## src/rtl/sqn_pkg.sv

```systemverilog
package sqn_pkg;
  localparam int REG_W    = 8;
  localparam int PRE_DIV  = 16;
  localparam int TONE_W   = 12;
  localparam int NOISE_W  = 5;
  localparam int LFSR_W   = 17;
  localparam int LFSR_TAP = 14;

  // Assemble a tone half-period from the coarse nibble and the fine byte.
  function automatic logic [TONE_W-1:0] tone_period(
    input logic [TONE_W-REG_W-1:0] coarse_lo,
    input logic [REG_W-1:0]        fine
  );
    return {coarse_lo, fine};
  endfunction

  // Step a Fibonacci LFSR that shifts toward bit 0; feedback enters the top bit.
  function automatic logic [LFSR_W-1:0] lfsr_next(input logic [LFSR_W-1:0] s);
    logic fb;
    fb = s[0] ^ s[LFSR_W-LFSR_TAP];
    return {fb, s[LFSR_W-1:1]};
  endfunction
endpackage

```

## src/rtl/sqn_prescaler.sv

```systemverilog
module sqn_prescaler #(
  parameter int DIV = 16
) (
  input  logic clk,
  input  logic rst_n,
  output logic tick
);
  localparam int CW = (DIV > 1) ? $clog2(DIV) : 1;
  localparam logic [CW-1:0] LAST = CW'(DIV - 1);

  logic [CW-1:0] cnt;

  assign tick = (cnt == LAST);

  always_ff @(posedge clk or negedge rst_n) begin
    if (!rst_n)    cnt <= '0;
    else if (tick) cnt <= '0;
    else           cnt <= cnt + 1'b1;
  end
endmodule

```

## src/rtl/sqn_period_counter.sv

```systemverilog
module sqn_period_counter #(
  parameter int W = 12
) (
  input  logic         clk,
  input  logic         rst_n,
  input  logic         adv,
  input  logic [W-1:0] period,
  output logic         expire,
  output logic         wave
);
  logic [W-1:0] cnt;
  logic [W:0]   next_cnt;
  logic [W:0]   eff;
  logic         reached;

  // A zero period counts as one.
  assign eff      = (period == '0) ? (W+1)'(1) : {1'b0, period};
  assign next_cnt = {1'b0, cnt} + 1'b1;
  assign reached  = (next_cnt >= eff);
  assign expire   = adv & reached;

  always_ff @(posedge clk or negedge rst_n) begin
    if (!rst_n) begin
      cnt  <= '0;
      wave <= 1'b0;
    end else if (expire) begin
      cnt  <= '0;
      wave <= ~wave;
    end else if (adv) begin
      cnt  <= next_cnt[W-1:0];
    end
  end
endmodule

```

## src/rtl/sqn_noise_lfsr.sv

```systemverilog
module sqn_noise_lfsr #(
  parameter int W    = 17,
  parameter int SEED = 1
) (
  input  logic         clk,
  input  logic         rst_n,
  input  logic         step,
  output logic [W-1:0] state,
  output logic         bit_out
);
  import sqn_pkg::*;

  assign bit_out = state[0];

  always_ff @(posedge clk or negedge rst_n) begin
    if (!rst_n)    state <= W'(SEED);
    else if (step) state <= lfsr_next(state);
  end
endmodule

```

## src/rtl/sq_noise_gen.sv

```systemverilog
module sq_noise_gen #(
  parameter int NCH = 3
) (
  input  logic                                    clk,
  input  logic                                    rst_n,
  input  logic [NCH-1:0][sqn_pkg::REG_W-1:0]      coarse_reg,
  input  logic [NCH-1:0][sqn_pkg::REG_W-1:0]      fine_reg,
  input  logic [sqn_pkg::REG_W-1:0]               noise_reg,
  output logic [NCH-1:0]                          tone_out,
  output logic                                    noise_out
);
  import sqn_pkg::*;

  localparam int CLO_W = TONE_W - REG_W;

  // Internal events, named for the checker.
  logic                  pre_tick;
  logic [NCH-1:0]        tone_expire;
  logic                  noise_step;
  logic                  noise_wave;
  logic [LFSR_W-1:0]     lfsr_state;
  logic [NOISE_W-1:0]    noise_period;

  sqn_prescaler #(.DIV(PRE_DIV)) u_pre (
    .clk   (clk),
    .rst_n (rst_n),
    .tick  (pre_tick)
  );

  for (genvar g = 0; g < NCH; g++) begin : g_tone
    logic [TONE_W-1:0] period;
    assign period = tone_period(coarse_reg[g][CLO_W-1:0], fine_reg[g]);

    sqn_period_counter #(.W(TONE_W)) u_cnt (
      .clk    (clk),
      .rst_n  (rst_n),
      .adv    (pre_tick),
      .period (period),
      .expire (tone_expire[g]),
      .wave   (tone_out[g])
    );
  end

  assign noise_period = noise_reg[NOISE_W-1:0];

  sqn_period_counter #(.W(NOISE_W)) u_noise_cnt (
    .clk    (clk),
    .rst_n  (rst_n),
    .adv    (pre_tick),
    .period (noise_period),
    .expire (noise_step),
    .wave   (noise_wave)
  );

  sqn_noise_lfsr #(.W(LFSR_W), .SEED(1)) u_lfsr (
    .clk     (clk),
    .rst_n   (rst_n),
    .step    (noise_step),
    .state   (lfsr_state),
    .bit_out (noise_out)
  );
endmodule

```

## config.mk

```make
export PLATFORM = sky130hd
export DESIGN_NAME = sq_noise_gen
export DESIGN_NICKNAME = d
export VERILOG_FILES = /design/src/rtl/sqn_pkg.sv /design/src/rtl/sqn_prescaler.sv /design/src/rtl/sqn_period_counter.sv /design/src/rtl/sqn_noise_lfsr.sv /design/src/rtl/sq_noise_gen.sv
export SDC_FILE = /design/constraint.sdc
export NUM_CORES = 1
export LEC_CHECK = 0
export ABC_AREA = 0
export BUFFER_PORTS_ARGS = -buffer_cell sky130_fd_sc_hd__buf_2
export CAP_MARGIN = 5
export CORE_MARGIN = 2
export CORE_UTILIZATION = 45
export CTS_CLUSTER_SIZE = 28
export DETAILED_ROUTE_END_ITERATION = 16
export GPL_ROUTABILITY_DRIVEN = 0
export SLEW_MARGIN = 10
export SYNTH_ARGS = -nofsm -noshare
export SYNTH_HDL_FRONTEND = slang
export SYNTH_HIERARCHICAL = 1
export SYNTH_SLANG_ARGS = --single-unit
```

## constraint.sdc

```tcl
create_clock -name clk -period 3 [get_ports clk]
set_input_delay 0.45 -clock clk [delete_from_list [all_inputs] [get_ports clk]]
set_output_delay 0.45 -clock clk [all_outputs]
set_load 0.02 [all_outputs]
```

* After elaboration in Yosys (flattened, before gate mapping)
Index checks and enable logic that the tools add are counted.
** Storage, ports and cells
- Logic and storage cells :: 48
- Output and inout port bits :: 4
- Bits of input ports :: 58
- Flip-flop bits (word level) :: 65
** Cells by class
- Order comparisons :: 4
- Bitwise operators :: 8
- Reduce and logical (&&, ||, !) cells :: 8
- Add/sub/neg operators :: 5
- Equality and inequality tests :: 1
- Muxes and demuxes :: 13
** Operators with widths (number)
- $mux W12 :: 9
- $add A12 B1 Y13 const B :: 3
- $ge A13 B13 Y1 :: 3
- $logic_not A12 Y1 :: 3
- $mux W5 :: 3
- $reduce_bool A2 Y1 :: 4
- $add A5 B1 Y6 const B :: 1
- $ge A6 B6 Y1 :: 1
- $logic_not A5 Y1 :: 1
- $add A4 B1 Y4 const B :: 1
- $and A1 B1 Y1 :: 4
- $eq A4 B4 Y1 const B :: 1
- $mux W4 :: 1
- $not A1 Y1 :: 3
- $xor A1 B1 Y1 :: 1

* Longest topological paths before layout
- Depth in word-level cells :: 5
- Gate-level depth with buffers :: 13
- Gate-level depth less buffers :: 12

* By module
Netlist, hierarchy kept.
** Modules (own cells, without submodules)
- sqn_period_counter at g_tone[0].u_cnt ... :: times used 2, cells an instance 123, area each 1101.1 um^2
- sqn_period_counter at g_tone[1].u_cnt :: times used 1, cells an instance 126, area each 1139.8 um^2
- sqn_noise_lfsr :: times used 1, cells an instance 39, area each 693.2 um^2
- sqn_period_counter at u_noise_cnt :: times used 1, cells an instance 48, area each 471.7 um^2
- sqn_prescaler :: times used 1, cells an instance 13, area each 168.9 um^2

* Worst setup path after synthesis
Ideal clock, no wire load.
- Path kind :: reg2reg
- Start :: reg g_tone[1].u_cnt.cnt[0]
- End :: reg g_tone[1].u_cnt.cnt[10]
- Path slack :: 237 ps
- Required time :: 2934 ps
- Library setup time :: 66 ps
- Buffers on the path :: 0
- Arrival :: 2697 ps
- Cell stages (with the launch flop) :: 12
- Path through :: dfrtp_1 -> ha_1 -> inv_1 -> nor3_1 -> nand3_1 -> xnor2_1 -> ha_1 -> a21oi_2 -> o21ai_2 -> a2111oi_4 -> and2_4 -> a31o_1
** On the way
- Cells in the longest elaborated chain, start to end :: 4
- Elaborated cells on any way between the ends :: 6
** RTL lines
- start, declared :: line sqn_period_counter.sv:11 : logic [W-1:0] cnt;
- start signal, assigned :: line sqn_period_counter.sv:30 : cnt <= next_cnt[W-1:0];
- $add A12 B1 Y13 * :: line sqn_period_counter.sv:18 : assign next_cnt = {1'b0, cnt} + 1'b1;
- $ge A13 B13 Y1 :: line sqn_period_counter.sv:19 : assign reached = (next_cnt >= eff);
- $and A1 B1 Y1 :: line sqn_period_counter.sv:20 : assign expire = adv & reached;
- $mux W12 or $reduce_bool A2 Y1 (tied branches)
Mark *: on every way between the ends. The rest lies on a longest branch, timed or not. The select of a mux whose other input is x is not followed.
A chain may end at the register's enable or synchronous reset.

* Final worst setup path
- Start :: reg g_tone[1].u_cnt.cnt[4]
- End :: reg g_tone[1].u_cnt.cnt[2]
** On the way
- Cells in the longest elaborated chain, start to end :: 4
- Elaborated cells on any way between the ends :: 5
** RTL lines (line)
- $add A12 B1 Y13 * :: sqn_period_counter.sv:18
- $ge A13 B13 Y1 * :: sqn_period_counter.sv:19
- $and A1 B1 Y1 * :: sqn_period_counter.sv:20
- $mux W12 or $reduce_bool A2 Y1 (tied branches)
Mark *: on every way between the ends. The rest lies on a longest branch, timed or not.

==> flow_metrics.tcl <==
set metrics [dict create \
    status "completed" \
    crit_required_ns 3.26 \
    netlist_area_um2 4630 \
    h-tree-depth 3 \
    cts_buffers 9 \
    hold_buffers 0 \
    skew_ns 0.00778 \
    drc 0 \
    io_buffers 46 \
    area_growth_pct 12.8 \
    nets 625 \
    start_kind "flop" \
    p_comb_frac 0.182 \
    initial_core_util 0.457 \
    globalRouteOverflowTotal 0 \
    viasPerCell 5.18 \
    post-place-ws_ns 0.163 \
    syn_inst 469 \
    drv_slew 0 \
    cts_root_buffer "clkbuf_8" \
    dr.pass1.iters 4 \
    holdWs_ns 0.110 \
    ir_drop_mv 0.302 \
    fmax_mhz 363 \
    finalCritPeriodShare 0.918 \
    power_density_nw_per_um2 404 \
    syn_avg_cell_area_um2 9.88 \
    crit_arrival_ns 3.01 \
    crit_type "flop to flop" \
    seqPwrFrac 0.466 \
    clkTransAtPathRegs_ns 0.07 \
    finalHoldViolations 0 \
    worstMarginPinSlew_ns 0.671 \
    grt_max_degree 66 \
    fin_ws_ns 0.246 \
    fin_crit_ns 2.75 \
    grt_pass1_vias 3400 \
    track_usage 0.173 \
    min_path_type "primary input to asynchronous set/reset pin" \
    p_sw_w 0.000582 \
    clk_latency_ns 0.34 \
    totalWireLength_um 8640 \
    rows 37 \
    die_h_um 105 \
    end_kind "flop" \
    antenna_found_initial 0 \
    dp_hpwl_um 6500 \
    setup_tns_ns 0 \
    drive_above_1_share 0.236 \
    clkPwrFrac 0.352 \
    setup_violations 0 \
    cts_tree "yes" \
    vias 3426 \
    grt_first_pass_wirelength_um 15700 \
    wire_per_inst_um 13.1 \
    core-area_um2 10100 \
    p_total_w 0.00211 \
    r2r_setup_slack_ns 0.25 \
    die_area_um2 11100 \
    cts_sinks 65 \
    drtAntennaViolNets 0 \
    p_int_w 0.00153 \
    p_leak_nw 2.54 \
    io_pins 62 \
    swShare 0.276 \
    drtIter0Drc 97 \
    worstPathMaxFanout 10 \
    maxCapViolations 0 \
    die_x_um 105 \
    yosysWarnings 6 \
    slew-limit-headroom 0.552 \
    clockBufferDepth 2 \
    syn_nets 573 \
    diodes 0 \
    rsz0062_at_grt "no" \
]
sequential cells by signal, summed over array words and instances (netlist names):
register and cells:
u_pre/cnt 4, u_noise_cnt/cnt 5, u_lfsr/state 17, g_tone.u_cnt/cnt 36, g_tone.u_cnt/wave 3
placed cells by master, fill, tap and decap left out, drive strengths merged, types with 14 or more instances in the layout:
| master | count |
|---|---|
| ha | 46 |
| xnor2 | 22 |
| dfrtp | 64 |
| inv | 51 |
| o21ai | 21 |
| a21oi | 16 |
| mux2 | 18 |
| nor3 | 14 |
| o2bb2ai | 14 |
| nand2 | 37 |
| nand3 | 20 |
| buf | 54 |
| nor2 | 18 |
| xor2 | 16 |
layout make-up:
cell class              count  area (µm²)
inverters                  51         191
multi-input cells         340        2730
well taps                 136         170
flip-flops and latches     65        1630
clock buffers              12         155
repair buffers             54         307
fillers                   928        4910
clock inverters             3        40.0
per-stage QoR:
| step | util | area, µm² | cells |
|---|---|---|---|
| after floorplan | - | 4630 | 469 |
| after global placement | 0.494 | 5010 | 646 |
| after detailed placement | 0.494 | 5010 | 646 |
| after CTS | 0.514 | 5210 | 661 |
| after global routing | 0.516 | 5230 | 661 |
| final | 0.516 | 5230 | 661 |
power by group through the flow:
stage          logic [W]  registers, W  clock network [W]
2_1_floorplan   0.000262      0.000995                  0
5_1_grt         0.000443      0.000991           0.000806
4_1_cts         0.000390      0.000982           0.000770
3_3_place_gp    0.000373      0.000996                  0
3_5_place_dp    0.000389      0.000998                  0
6_report        0.000384      0.000983           0.000742
critical path, stage by stage (launching register included):
cell	delay [ns]
dfrtp_1	0.42
nand4_1	0.23
nor3_1	0.33
nand4_1	0.16
xnor2_1	0.23
ha_1	0.27
and3_1	0.19
a2111oi_4	0.31
buf_6	0.19
nand3_2	0.12
o22ai_1	0.21
what timing repair did:
| action | 4_1_cts | 5_1_grt |
|---|---|---|
| setup buffers | 0 | 0 |
| hold endpoints to repair | 0 | 0 |
| setup endpoints to repair | 0 | 14 |
| resized for setup | 0 | 7 |
layer usage:
metal	vias to the layer above	routed length, µm	global-route usage	share of wire
li1	1786	-	-	-
met1	1587	4440	0.241	0.51
met2	46	3870	0.268	0.45
met3	7	268	0.0433	0.031
met4	0	70	0.0476	0.0081
met5	-	0	0	0
worst paths after layout:
check                                        from                endpoint  cells past startpoint
setup / recovery           g_tone[1].u_cnt/cnt[4]  g_tone[1].u_cnt/cnt[2]                     10
hold / removal                              rst_n  g_tone[2].u_cnt/cnt[1]                      2
setup reg to reg           g_tone[1].u_cnt/cnt[4]  g_tone[1].u_cnt/cnt[2]                     10
hold reg to reg              g_tone[2].u_cnt/wave    g_tone[2].u_cnt/wave                      1
max in group asynchronous                   rst_n  g_tone[1].u_cnt/cnt[0]                      2
min in group clk             g_tone[2].u_cnt/wave    g_tone[2].u_cnt/wave                      1
No activity file was read; power rests on OpenSTA's default activity.
